File: src/rtl/asmc_pkg.sv
package asmc_pkg;

    typedef enum logic [1:0] {
        ST_IDLE,
        ST_SETUP,
        ST_STROBE,
        ST_HOLD
    } asmc_state_e;

    // external control pins, all active low except the shared bit-0 pin in byte mode
    typedef struct packed {
        logic ram_cs_n;
        logic nv_cs_n;
        logic oe_n;
        logic wel_n;
        logic lbe_n;
        logic a0_weh;
    } asmc_pins_t;

    // pin pattern for one clock of a byte cycle
    function automatic asmc_pins_t asmc_pins(
        input logic       active,
        input logic       strobe,
        input logic       we,
        input logic       wide,
        input logic       five,
        input logic       odd,
        input logic       nv,
        input logic [1:0] be
    );
        asmc_pins_t p;
        p = '1;
        if (active) begin
            p.ram_cs_n = nv;
            p.nv_cs_n  = ~nv;
            if (!wide) begin
                p.a0_weh = odd;
                if (strobe) begin
                    if (we) p.wel_n = 1'b0;
                    else    p.oe_n  = 1'b0;
                end
            end else if (five) begin
                p.lbe_n  = ~be[0];
                p.a0_weh = ~be[1];
                if (strobe) begin
                    if (we) p.wel_n = 1'b0;
                    else    p.oe_n  = 1'b0;
                end
            end else begin
                if (strobe) begin
                    if (we) begin
                        p.wel_n  = ~be[0];
                        p.a0_weh = ~be[1];
                    end else begin
                        p.oe_n = 1'b0;
                    end
                end
            end
        end
        return p;
    endfunction

endpackage

File: src/rtl/asmc_decode.sv
module asmc_decode #(
    parameter int WA_W = 19,
    parameter int NREG = 2
) (
    input  logic [WA_W-1:0]            addr,
    input  logic [NREG-1:0][WA_W-1:0]  base,
    input  logic [NREG-1:0][WA_W-1:0]  limit,
    output logic [NREG-1:0]            hit
);
    // one inclusive window compare per region
    for (genvar g = 0; g < NREG; g++) begin : g_win
        assign hit[g] = (addr >= base[g]) && (addr <= limit[g]);
    end
endmodule

File: src/rtl/asmc_seq.sv
module asmc_seq
    import asmc_pkg::*;
#(
    parameter int WA_W = 19,
    parameter int DW   = 16,
    parameter int EW   = 4
) (
    input  logic            clk,
    input  logic            rst_n,
    input  logic            req_valid,
    output logic            req_ready,
    input  logic            req_we,
    input  logic [WA_W-1:0] req_addr,
    input  logic [1:0]      req_be,
    input  logic [DW-1:0]   req_wdata,
    input  logic            hit_ram,
    input  logic            hit_nv,
    input  logic            cfg_ram_wide,
    input  logic            cfg_nv_wide,
    input  logic            cfg_five_wire,
    input  logic [EW-1:0]   cfg_ext,
    input  logic [DW-1:0]   mem_din,
    output logic            rsp_done,
    output logic            rsp_err,
    output logic [DW-1:0]   rsp_rdata,
    output logic [WA_W-1:0] mem_addr,
    output asmc_pins_t      pins,
    output logic [DW-1:0]   mem_dout,
    output logic            mem_dout_en
);
    localparam int HB = DW / 2;

    typedef struct packed {
        asmc_state_e     st;
        logic [WA_W-1:0] addr;
        logic            we;
        logic [DW-1:0]   wdata;
        logic [DW-1:0]   rdata;
        logic            nv;
        logic            wide;
        logic            five;
        logic [EW-1:0]   ext;
        logic [EW-1:0]   cnt;
        logic [1:0]      todo;
        logic            odd;
        asmc_pins_t      pins;
        logic [DW-1:0]   dout;
        logic            dout_en;
        logic            done;
        logic            err;
    } seq_t;

    seq_t       q, d;
    logic [1:0] be_in;
    logic       wide_in;
    logic [1:0] rem;

    always_comb begin
        d       = q;
        d.done  = 1'b0;
        d.err   = 1'b0;
        be_in   = (req_be == 2'b00) ? 2'b11 : req_be;
        wide_in = hit_ram ? cfg_ram_wide : cfg_nv_wide;
        rem     = (!q.wide && q.odd) ? {1'b0, q.todo[0]} : 2'b00;
        case (q.st)
            ST_IDLE: begin
                if (req_valid) begin
                    if (hit_ram || hit_nv) begin
                        d.st      = ST_SETUP;
                        d.addr    = req_addr;
                        d.we      = req_we;
                        d.wdata   = req_wdata;
                        d.rdata   = '0;
                        d.nv      = !hit_ram;
                        d.wide    = wide_in;
                        d.five    = cfg_five_wire;
                        d.ext     = cfg_ext;
                        d.cnt     = '0;
                        d.todo    = be_in;
                        d.odd     = be_in[1];
                        d.dout_en = req_we;
                        if (wide_in)       d.dout = req_wdata;
                        else if (be_in[1]) d.dout = {{HB{1'b0}}, req_wdata[DW-1:HB]};
                        else               d.dout = {{HB{1'b0}}, req_wdata[HB-1:0]};
                        d.pins = asmc_pins(1'b1, 1'b0, req_we, wide_in, cfg_five_wire,
                                           be_in[1], !hit_ram, be_in);
                    end else begin
                        d.done  = 1'b1;
                        d.err   = 1'b1;
                        d.rdata = '0;
                    end
                end
            end
            ST_SETUP: begin
                d.st   = ST_STROBE;
                d.cnt  = q.ext;
                d.pins = asmc_pins(1'b1, 1'b1, q.we, q.wide, q.five, q.odd, q.nv, q.todo);
            end
            ST_STROBE: begin
                if (q.cnt == '0) begin
                    d.st   = ST_HOLD;
                    d.pins = asmc_pins(1'b1, 1'b0, q.we, q.wide, q.five, q.odd, q.nv, q.todo);
                    if (!q.we) begin
                        if (q.wide)
                            d.rdata = mem_din & {{HB{q.todo[1]}}, {HB{q.todo[0]}}};
                        else if (q.odd)
                            d.rdata[DW-1:HB] = mem_din[HB-1:0];
                        else
                            d.rdata[HB-1:0] = mem_din[HB-1:0];
                    end
                end else begin
                    d.cnt = q.cnt - 1'b1;
                end
            end
            ST_HOLD: begin
                if (rem != 2'b00) begin
                    d.st   = ST_SETUP;
                    d.todo = rem;
                    d.odd  = 1'b0;
                    d.dout = {{HB{1'b0}}, q.wdata[HB-1:0]};
                    d.pins = asmc_pins(1'b1, 1'b0, q.we, q.wide, q.five, 1'b0, q.nv, rem);
                end else begin
                    d.st      = ST_IDLE;
                    d.done    = 1'b1;
                    d.todo    = 2'b00;
                    d.dout_en = 1'b0;
                    d.pins    = '1;
                end
            end
            default: d.st = ST_IDLE;
        endcase
    end

    always_ff @(posedge clk or negedge rst_n) begin
        if (!rst_n) begin
            q      <= '0;
            q.pins <= '1;
        end else begin
            q <= d;
        end
    end

    assign req_ready   = (q.st == ST_IDLE);
    assign rsp_done    = q.done;
    assign rsp_err     = q.err;
    assign rsp_rdata   = q.rdata;
    assign mem_addr    = q.addr;
    assign pins        = q.pins;
    assign mem_dout    = q.dout;
    assign mem_dout_en = q.dout_en;
endmodule

File: src/rtl/asmc_top.sv
module asmc_top
    import asmc_pkg::*;
#(
    parameter int ADDR_W = 20,
    parameter int DATA_W = 16,
    parameter int EXT_W  = 4
) (
    input  logic              clk,
    input  logic              rst_n,
    input  logic              req_valid,
    output logic              req_ready,
    input  logic              req_we,
    input  logic [ADDR_W-2:0] req_addr,
    input  logic [1:0]        req_be,
    input  logic [DATA_W-1:0] req_wdata,
    output logic              rsp_done,
    output logic              rsp_err,
    output logic [DATA_W-1:0] rsp_rdata,
    input  logic [ADDR_W-2:0] cfg_ram_base,
    input  logic [ADDR_W-2:0] cfg_ram_limit,
    input  logic [ADDR_W-2:0] cfg_nv_base,
    input  logic [ADDR_W-2:0] cfg_nv_limit,
    input  logic              cfg_ram_wide,
    input  logic              cfg_nv_wide,
    input  logic              cfg_five_wire,
    input  logic [EXT_W-1:0]  cfg_ext,
    output logic [ADDR_W-1:1] mem_addr,
    output logic              mem_ram_cs_n,
    output logic              mem_nv_cs_n,
    output logic              mem_oe_n,
    output logic              mem_wel_n,
    output logic              mem_lbe_n,
    output logic              mem_a0_weh,
    output logic [DATA_W-1:0] mem_dout,
    output logic              mem_dout_en,
    input  logic [DATA_W-1:0] mem_din
);
    localparam int WA_W = ADDR_W - 1;
    localparam int NREG = 2;

    logic [NREG-1:0]            hit;
    logic [NREG-1:0][WA_W-1:0]  base_v;
    logic [NREG-1:0][WA_W-1:0]  limit_v;
    asmc_pins_t                 pins;
    logic [WA_W-1:0]            addr_w;

    assign base_v  = {cfg_nv_base, cfg_ram_base};
    assign limit_v = {cfg_nv_limit, cfg_ram_limit};

    asmc_decode #(.WA_W(WA_W), .NREG(NREG)) u_dec (
        .addr  (req_addr),
        .base  (base_v),
        .limit (limit_v),
        .hit   (hit)
    );

    asmc_seq #(.WA_W(WA_W), .DW(DATA_W), .EW(EXT_W)) u_seq (
        .clk          (clk),
        .rst_n        (rst_n),
        .req_valid    (req_valid),
        .req_ready    (req_ready),
        .req_we       (req_we),
        .req_addr     (req_addr),
        .req_be       (req_be),
        .req_wdata    (req_wdata),
        .hit_ram      (hit[0]),
        .hit_nv       (hit[1]),
        .cfg_ram_wide (cfg_ram_wide),
        .cfg_nv_wide  (cfg_nv_wide),
        .cfg_five_wire(cfg_five_wire),
        .cfg_ext      (cfg_ext),
        .mem_din      (mem_din),
        .rsp_done     (rsp_done),
        .rsp_err      (rsp_err),
        .rsp_rdata    (rsp_rdata),
        .mem_addr     (addr_w),
        .pins         (pins),
        .mem_dout     (mem_dout),
        .mem_dout_en  (mem_dout_en)
    );

    assign mem_addr     = addr_w;
    assign mem_ram_cs_n = pins.ram_cs_n;
    assign mem_nv_cs_n  = pins.nv_cs_n;
    assign mem_oe_n     = pins.oe_n;
    assign mem_wel_n    = pins.wel_n;
    assign mem_lbe_n    = pins.lbe_n;
    assign mem_a0_weh   = pins.a0_weh;
endmodule

File: config.mk
export PLATFORM = sky130hd
export DESIGN_NAME = asmc_top
export DESIGN_NICKNAME = d
export VERILOG_FILES = /design/src/rtl/asmc_pkg.sv /design/src/rtl/asmc_decode.sv /design/src/rtl/asmc_seq.sv /design/src/rtl/asmc_top.sv
export SDC_FILE = /design/constraint.sdc
export NUM_CORES = 1
export LEC_CHECK = 0
export ABC_AREA = 0
export BUFFER_PORTS_ARGS = -buffer_cell sky130_fd_sc_hd__buf_4
export CAP_MARGIN = 10
export CELL_PAD_IN_SITES_DETAIL_PLACEMENT = 0
export CELL_PAD_IN_SITES_GLOBAL_PLACEMENT = 1
export CORE_ASPECT_RATIO = 0.75
export CORE_UTILIZATION = 35
export DETAILED_ROUTE_END_ITERATION = 10
export PLACE_DENSITY = 0.85
export SLEW_MARGIN = 20
export SYNTH_ARGS = -nofsm -noshare
export SYNTH_HDL_FRONTEND = slang
export SYNTH_SLANG_ARGS = --single-unit
export TNS_END_PERCENT = 100
File: constraint.sdc
create_clock -name clk -period 5.7 [get_ports clk]
set_input_delay 1.14 -clock clk [delete_from_list [all_inputs] [get_ports clk]]
set_output_delay 1.14 -clock clk [all_outputs]
set_load 0.005 [all_outputs]
==> impl_metrics.env, run 1 <==
export IMPL_setup_tns_ps=0
export IMPL_place_gp_congestion=0.812
export IMPL_yosysWarnings=0
export IMPL_cts_setup_buffers=0
export IMPL_crit_path_max_fanout=23
export IMPL_rr_worst_depth=7
export IMPL_cts_sinks=85
export IMPL_final_net_count=1039
export IMPL_syn_area_per_cell_sq_um=9.27
export IMPL_grt_overflow=0
export IMPL_post_cts_resized=0
export IMPL_period_needed_ps=4110
export IMPL_power_density_nw_per_um2=389
export IMPL_syn_inst=671
export IMPL_drt_iter0_drc=244
export IMPL_min_path_type="reg -> reg"
export IMPL_irDropWorstVdd_mv=0.189
export IMPL_synth_edff_count=0
export IMPL_grt_max_degree=62
export IMPL_grt_pass1_vias=5136
export IMPL_drt_first_pass_iters=4
export IMPL_pre_cts_slack_ps=1260
export IMPL_die_w_microns=156
export IMPL_vias_per_cell=4.96
export IMPL_cts_hold_buffers=0
export IMPL_drt_total_wl_microns=17700
export IMPL_wl_per_cell_microns=16.7
export IMPL_start_kind="primary input"
export IMPL_finClkSkew_ps=10.4
export IMPL_clock_path_buffers=2
export IMPL_hold_end="u_seq.rsp_rdata[13]"
export IMPL_cts_made_buffers=9
export IMPL_place_inst=1042
export IMPL_cts_root_buf="clkbuf_16"
export IMPL_holdPathStages=2
export IMPL_rr_startpoint="u_seq.q[91]"
export IMPL_vias=5250
export IMPL_die_h_microns=117
export IMPL_placed_area_sq_um=7590
export IMPL_max_cap_violations=0
export IMPL_critPathKind="in -> reg"
export IMPL_ys_flop_type="dfrtp_1"
export IMPL_worst_ep_required_time_ps=5920
export IMPL_instances_no_fill=1058
export IMPL_slew_headroom_pct=44.4
export IMPL_final_setup_worst_slack_ps=1590
export IMPL_crit_path_top_delay_cell="a221oi_1"
export IMPL_ys_ff_latch=85
export IMPL_num_rows=41
export IMPL_final_area_sq_um=7900
export IMPL_insertion_delay_ps=350
export IMPL_diodes=0
export IMPL_outcome="finished clean"
export IMPL_num_io_pins=201
export IMPL_syn_cell_area_sq_um=6220
export IMPL_worstPathArrival_ps=4330
export IMPL_antenna_found_initial=0
export IMPL_cts_tree="built"
export IMPL_rsz0062_at_grt="no"
export IMPL_r2r_end="u_seq.q[25]"
export IMPL_syn_num_nets=893
export IMPL_grt_pass1_wl_microns=27900
export IMPL_end_kind="flip-flop"
export IMPL_syn2layout_area_growth_pct=26.9
export IMPL_ys_async_sr_fraction_pct=100
export IMPL_dieArea_sq_um=18300
export IMPL_drc=0
export IMPL_ys_seq_area_share_pct=34.3
export IMPL_cpPeakStageDelay_ps=600
export IMPL_final_hold_viol_count=0
export IMPL_ant_nets=0
export IMPL_setup_viol=0
export IMPL_crit_chain="buf_4 -> ha_1 -> a21oi_1 -> nand2_1 -> a221oi_1 -> o2111ai_1 -> a22o_1 -> a21oi_4 -> buf_4 -> o21ai_1 -> a22o_1"
export IMPL_gr_usage_all_layers_pct=19.6
export IMPL_core_area_sq_um=17100
export IMPL_htree_levels=3
export IMPL_p_leak_nw=4.08
export IMPL_synth_distinct_cells=58
export IMPL_start_util_pct=36.4
export IMPL_drive_gt1_share_pct=32.6
export IMPL_dp_hpwl_microns=14100
export IMPL_hold_start="u_seq.rsp_rdata[13]"
export IMPL_finalCritPeriodShare_pct=72.0
export IMPL_slew_violations=0
export IMPL_port_buffers=200
export IMPL_clk_pin_slew_worst_paths_ps=70
export IMPL_r2r_slack_ps=2970
export IMPL_worst_slew_pin_transition_ps=817
export IMPL_fmax_mhz=244
## per-layer routing
metal | up-vias | share of wire (%) | global-route usage, %
li1 | 2606 | - | -
met1 | 2458 | 52 | 29.6
met2 | 170 | 40 | 27.5
met3 | 16 | 6.7 | 5.12
met4 | 0 | 1.2 | 4.29
met5 | - | 0 | 0
## worst max path at each step
stage,from,to,slack [ps],depth (start not counted)
after global placement,req_addr[6],u_seq.mem_dout[10],1330,11
final,req_addr[17],u_seq.q[25],1590,11
after CTS,req_addr[14],u_seq.q[25],1610,11
after floorplan,cfg_ram_base[6],u_seq.mem_dout[7],2060,10
after detailed placement,req_addr[17],u_seq.q[25],1260,11
after global routing,req_addr[6],u_seq.mem_dout[11],1330,11
## power by group
group          internal, mW  total (mW)  switching [mW]
Combinational         0.688        1.41           0.720
Sequential            0.886        1.06           0.170
Clock                 0.354       0.611           0.257
## through the flow
step           power, mW  hold slack [ps]  util [%]
4_1_cts             3.10              489      46.2
2_1_floorplan       2.04              451         -
3_3_place_gp        2.45              468      44.4
6_report            3.07              482      46.2
3_5_place_dp        2.47              473      44.4
5_1_grt             3.31              505      46.2
## cells by family (layout without fill, tap and decap cells)
group | after synthesis | after routing | share of synthesized area [%]
simple gates | 137 | 137 | 10.5
fa+ha+maj | 82 | 82 | 16.5
xor+xnor | 1 | 1 | 0.141
flops | 85 | 85 | 34.3
buf+inv | 162 | 313 | 13.1
compound gates | 157 | 157 | 17.2
mux | 47 | 47 | 8.30
## sequential cells by signal, summed over array words and instances, names as in the netlist
register and flops:
u_seq.q 25, u_seq.mem_dout_en 1, u_seq.pins 6, u_seq.rsp_done 1, u_seq.mem_addr 19, u_seq.mem_dout 16, u_seq.rsp_err 1, u_seq.rsp_rdata 16
## final cells by class
| class | count | area [sq um] |
|---|---|---|
| Clock buffer | 11 | 243 |
| Clock inverter | 5 | 60.1 |
| Tap cell | 236 | 295 |
| Multi-Input combinational cell | 424 | 3290 |
| Fill cell | 1667 | 9180 |
| Timing Repair Buffer | 203 | 1520 |
| Sequential cell | 85 | 2130 |
| Inverter | 94 | 353 |
## cells in the mapped netlist (all sizes together) (10+ instances only)
master / number / area, sq um
nor2: 24 / 90.1
mux2: 34 / 383
ha: 82 / 1030
mux2i: 13 / 134
a22o: 19 / 166
dfrtp: 79 / 1980
buf: 58 / 423
nand3: 12 / 60.1
clkbuf: 10 / 37.5
o21ai: 41 / 205
nand2: 64 / 240
a21oi: 38 / 198
inv: 94 / 353
## placed cells by master, fill, tap and decap left out, types with 2 or more instances in the layout
master	instances
a211oi_1	5
a21o_1	8
a21oi_1	36
a221oi_1	3
a22o_1	19
a22oi_1	2
a31oi_1	4
a32o_1	2
and2_1	3
and4_1	4
buf_4	203
clkbuf_16	9
dfrtp_1	79
dfstp_2	6
ha_1	82
inv_1	94
mux2_2	34
mux2i_1	12
nand2_1	64
nand2b_1	3
nand3_1	12
nand4_1	6
nand4b_1	2
nor2_1	24
nor2b_1	8
nor3_1	5
o2111ai_1	9
o211ai_1	2
o21a_1	2
o21ai_0	39
o21ai_1	2
o221ai_1	7
## critical path: cells and delay by family
kind            cells  cell delay (ps)
compound gates      7             2290
fa+ha+maj           1              320
buf+inv             2              510
simple gates        1               60
Power figures use the tool's default switching activity.
==> run 2: changes to the inputs <==
Settings changed: PLACE_DENSITY 0.85 to 0.88.
Clock period 5.7 ns to 3.46 ns, I/O delays scaled along.
==> run 2 against run 1 <==
Net effect: final cell count increased by 1.4%; utilization grew 0.95 points; first-iteration DRC count is 14% lower; via count increased by 1.9%; global-route usage grew 0.094 points; combinational power grew 70%; sequential power grew 65%; total power increased by 68%; critical path type unchanged; highest routed layer unchanged.
==> impl_metrics.env, run 2 (synthesis results as in run 1) <==
export IMPL_outcome="finished clean"
export IMPL_period_needed_ps=3260
export IMPL_ant_nets=0
export IMPL_dp_hpwl_microns=14300
export IMPL_cts_setup_buffers=0
export IMPL_setup_tns_ps=0
export IMPL_drt_total_wl_microns=17500
export IMPL_num_rows=41
export IMPL_top_register="u_seq.q"
export IMPL_irDropWorstVdd_mv=0.310
export IMPL_fin_util_pct=47.2
export IMPL_final_cell_mix="buf_4, inv_1, ha_1"
export IMPL_htree_levels=3
export IMPL_syn2layout_area_growth_pct=29.5
export IMPL_power_density_nw_per_um2=640
export IMPL_finClkSkew_ps=7.10
export IMPL_max_cap_violations=0
export IMPL_cts_root_buf="clkbuf_16"
export IMPL_final_net_count=1054
export IMPL_wl_per_cell_microns=16.3
export IMPL_diodes=0
export IMPL_placed_area_sq_um=7750
export IMPL_grt_pass1_wl_microns=28200
export IMPL_clk_pin_slew_worst_paths_ps=70
export IMPL_fmax_mhz=307
export IMPL_clock_path_buffers=2
export IMPL_start_util_pct=36.4
export IMPL_p_leak_nw=4.17
export IMPL_drc=0
export IMPL_end_kind="flip-flop"
export IMPL_setup_viol=0
export IMPL_start_kind="primary input"
export IMPL_final_area_sq_um=8060
export IMPL_num_io_pins=201
export IMPL_pre_cts_slack_ps=-100
export IMPL_min_path_type="in -> async"
export IMPL_core_area_sq_um=17100
export IMPL_slew_violations=0
export IMPL_finalCritPeriodShare_pct=94.2
export IMPL_slew_headroom_pct=53.5
export IMPL_gr_usage_all_layers_pct=19.7
export IMPL_antenna_found_initial=0
export IMPL_vias_per_cell=4.99
export IMPL_port_buffers=200
export IMPL_rsz0062_at_grt="no"
export IMPL_vias=5349
export IMPL_crit_path_max_fanout=8
export IMPL_die_w_microns=156
export IMPL_grt_pass1_vias=5250
export IMPL_cts_sinks=85
export IMPL_cts_hold_buffers=0
export IMPL_worst_ep_required_time_ps=3680
export IMPL_worstPathArrival_ps=3480
export IMPL_grt_overflow=0
export IMPL_final_setup_worst_slack_ps=200
export IMPL_final_hold_viol_count=0
export IMPL_place_gp_congestion=0.829
export IMPL_worst_slew_pin_transition_ps=698
export IMPL_drt_iter0_drc=210
export IMPL_insertion_delay_ps=340
export IMPL_die_h_microns=117
export IMPL_layout_commonest_cell="buf_4"
export IMPL_dieArea_sq_um=18300
export IMPL_cts_tree="built"
export IMPL_drt_first_pass_iters=4
export IMPL_largest_reg_flops=25
export IMPL_critPathKind="in -> reg"
export IMPL_drive_gt1_share_pct=33.7
export IMPL_grt_max_degree=52
export IMPL_cts_made_buffers=9
export IMPL_r2r_slack_ps=1180
export IMPL_post_cts_resized=0
export IMPL_power_total_mw=5.16
## run 2: changes by cell type in the layout (fill, tap and decap cells not counted), sizes merged
cell / before / now
clkinv: 2 / 1
clkinvlp: 1 / 0
inv: 95 / 96
clkbuf: 11 / 12
buf: 203 / 218
## run 2: stage by stage
step	cells	hold slack [ps]
detailed placement	1057	472
global route	1073	433
global placement	1057	463
floorplan	671	396
finish	1073	378
CTS	1073	413
## run 2: cell type report
class | instances | area [sq um]
clock buffer | 12 | 256
sequential | 85 | 2130
multi-input combinational | 424 | 3280
timing repair buffer | 218 | 1690
clock inverter | 4 | 52.6
tap | 236 | 295
inverter | 94 | 353
fill | 1661 | 9020
## run 2: metal layers
metal	GRT usage (%)	vias up	share of wire, %
li1	-	2631	-
met1	29.9	2492	50
met2	27.1	209	40
met3	5.34	17	8.3
met4	4.53	0	1.2
met5	0	-	0
## run 2: final timing paths
kind	startpoint	endpoint	cells after the start
worst max-delay path	req_addr[0]	u_seq.mem_dout[7]	13
worst min-delay path	rst_n	u_seq.q[57]	1
worst max register to register	u_seq.q[92]	u_seq.mem_dout[7]	6
worst min register to register	u_seq.mem_addr[0]	u_seq.mem_addr[0]	2
max in group asynchronous	rst_n	u_seq.pins[2]	2
min in group clk	u_seq.mem_addr[0]	u_seq.mem_addr[0]	2
## run 2: where the power goes
group | internal, mW | switching, mW
Clock | 0.604 | 0.414
Sequential | 1.46 | 0.288
Combinational | 1.20 | 1.19
Total | 3.27 | 1.89
## run 2: critical path, stage by stage
cell and delay, ps:
buf_4 80, inv_1 120, ha_1 320, nor2b_1 40, o21ai_0 280, a41oi_1 220
a2111oi_2 530, a2bb2oi_1 200, buf_4 160, mux2i_2 300, buf_12 180, mux2i_1 240
o221ai_2 110
==> run 3: changes to the inputs <==
Settings changed: SLEW_MARGIN 20 to unset.
Clock period 3.46 ns to 2.85 ns, I/O delays scaled along.
==> run 3 against run 2 <==
Net effect: flip-flop and latch count is the same; utilization grew 4.1 points; clock skew shrank 1.7 ps; total power grew 27%; sequential power grew 21%; final cell count grew 4.1%; first-iteration DRC count grew 10%; global-route usage grew 0.51 points; sequential share of layout area shrank 2.1 points; final area grew 8.7%.
==> impl_metrics.env, run 3 (synthesis results as in run 1) <==
export IMPL_outcome="finished clean"
export IMPL_crit_path_top_delay_cell="or4_4"
export IMPL_grt_pass1_wl_microns=28900
export IMPL_worst_ep_required_time_ps=3070
export IMPL_wl_per_cell_microns=16.1
export IMPL_max_cap_violations=0
export IMPL_drt_total_wl_microns=18000
export IMPL_worst_slew_pin_transition_ps=820
export IMPL_port_buffers=200
export IMPL_dieArea_sq_um=18300
export IMPL_seq_area_sq_um=2130
export IMPL_multi_input_area_sq_um=3630
export IMPL_slew_violations=0
export IMPL_final_net_count=1099
export IMPL_start_util_pct=36.4
export IMPL_layout_commonest_cell="buf_4"
export IMPL_gr_usage_all_layers_pct=20.2
export IMPL_instances_no_fill=1117
export IMPL_insertion_delay_ps=340
export IMPL_power_density_nw_per_um2=748
export IMPL_crit_top_cell="buf_4"
export IMPL_end_kind="flip-flop"
export IMPL_num_rows=41
export IMPL_final_cell_mix="buf_4, inv_1, dfrtp_1"
export IMPL_drt_first_pass_iters=4
export IMPL_cpPeakStageDelay_ps=550
export IMPL_antenna_found_initial=0
export IMPL_num_io_pins=201
export IMPL_finClkSkew_ps=5.43
export IMPL_vias_per_cell=4.90
export IMPL_finalCritPeriodShare_pct=98.2
export IMPL_htree_levels=3
export IMPL_largest_reg_flops=25
export IMPL_p_leak_nw=4.42
export IMPL_crit_chain="buf_4 -> ha_1 -> nand4_1 -> buf_4 -> or4_4 -> o2bb2ai_4 -> buf_6 -> a21o_1 -> a21oi_4 -> mux2_4"
export IMPL_top_register="u_seq.q"
export IMPL_worstPathArrival_ps=3020
export IMPL_start_kind="primary input"
export IMPL_vias=5469
export IMPL_place_gp_congestion=0.845
export IMPL_min_path_type="in -> async"
export IMPL_cts_sinks=85
export IMPL_slew_headroom_pct=45.3
export IMPL_crit_path_max_fanout=5
export IMPL_fin_util_pct=51.3
export IMPL_final_hold_viol_count=0
export IMPL_grt_max_degree=59
export IMPL_drc=0
export IMPL_fmax_mhz=357
export IMPL_dp_hpwl_microns=14300
export IMPL_core_area_sq_um=17100
export IMPL_drt_iter0_drc=231
export IMPL_critPathBufInv=3
export IMPL_clock_path_buffers=2
export IMPL_setup_tns_ps=0
export IMPL_syn2layout_area_growth_pct=40.8
export IMPL_grt_overflow=0
export IMPL_fillCellCount=1592
export IMPL_place_inst=1100
export IMPL_cts_made_buffers=9
export IMPL_pre_cts_slack_ps=-666
export IMPL_cts_root_buf="clkbuf_16"
export IMPL_ant_nets=0
export IMPL_die_w_microns=156
export IMPL_period_needed_ps=2800
export IMPL_critPathKind="in -> reg"
export IMPL_clk_pin_slew_worst_paths_ps=60
export IMPL_power_total_mw=6.55
export IMPL_irDropWorstVdd_mv=0.408
export IMPL_grt_pass1_vias=5568
export IMPL_setup_viol=0
export IMPL_critPathTopFamily="simple AND/OR/NAND/NOR gates"
export IMPL_final_setup_worst_slack_ps=52.0
export IMPL_drive_gt1_share_pct=41.3
export IMPL_cts_tree="built"
export IMPL_diodes=0
export IMPL_die_h_microns=117
==> run 3: cell types whose count changed in the layout (fill, tap and decap cells not counted), moves of 4 or more <==
cell	delta
ha_1	-11
o21ai_2	+4
buf_6	+9
a211oi_2	+4
o21ai_0	-4
a211oi_1	-4
ha_4	+11
buf_4	+39
a21oi_1	-5
==> run 3: worst paths after layout <==
kind	start	to	slack, ps	depth (start not counted)
max in group asynchronous	rst_n	u_seq.mem_dout[3]	1780	2
setup reg to reg	u_seq.q[91]	u_seq.rsp_rdata[3]	660	7
hold reg to reg	u_seq.rsp_rdata[1]	u_seq.rsp_rdata[1]	480	2
setup / recovery	req_addr[10]	u_seq.q[30]	50	10
min in group clk	req_wdata[14]	u_seq.mem_dout[14]	460	2
hold / removal	rst_n	u_seq.q[61]	310	1
==> run 3: area by class of cell <==
class | instances | share of cell area (%)
sequential | 85 | 24.4
clock buffer | 10 | 2.73
multi-input combinational | 424 | 41.5
clock inverter | 5 | 0.957
inverter | 94 | 4.03
timing repair buffer | 263 | 23.1
tap | 236 | 3.37
==> run 3: stage by stage <==
| step | cell area, sq um | hold slack, ps |
|---|---|---|
| after floorplan | 6260 | 274 |
| after global placement | 8070 | 465 |
| after detailed placement | 8070 | 472 |
| after CTS | 8530 | 338 |
| after global routing | 8760 | 372 |
| final | 8760 | 315 |
==> run 3: routing by layer <==
layer  vias to the layer above  track usage (%)  part of all wire (%)
met1                      2581             28.7                    49
met3                        10             6.37                   8.1
met4                         0             3.74                  0.70
li1                       2718                -                     -
met2                       160             30.0                    42
met5                         -                0                     0
==> run 3: repair_timing <==
| action | 4_1_cts | 5_1_grt |
|---|---|---|
| pin swaps | 12 | 23 |
| gates resized for setup | 22 | 36 |
| hold buffers | 0 | 0 |
| setup endpoints to repair | 63 | 61 |
| setup buffers | 1 | 1 |
==> run 3: power by group <==
| group | internal [mW] | switching, mW | leakage, nW |
|---|---|---|---|
| Sequential | 1.77 | 0.338 | 1.07 |
| Clock | 0.790 | 0.497 | 0.151 |
| Combinational | 1.61 | 1.54 | 3.20 |
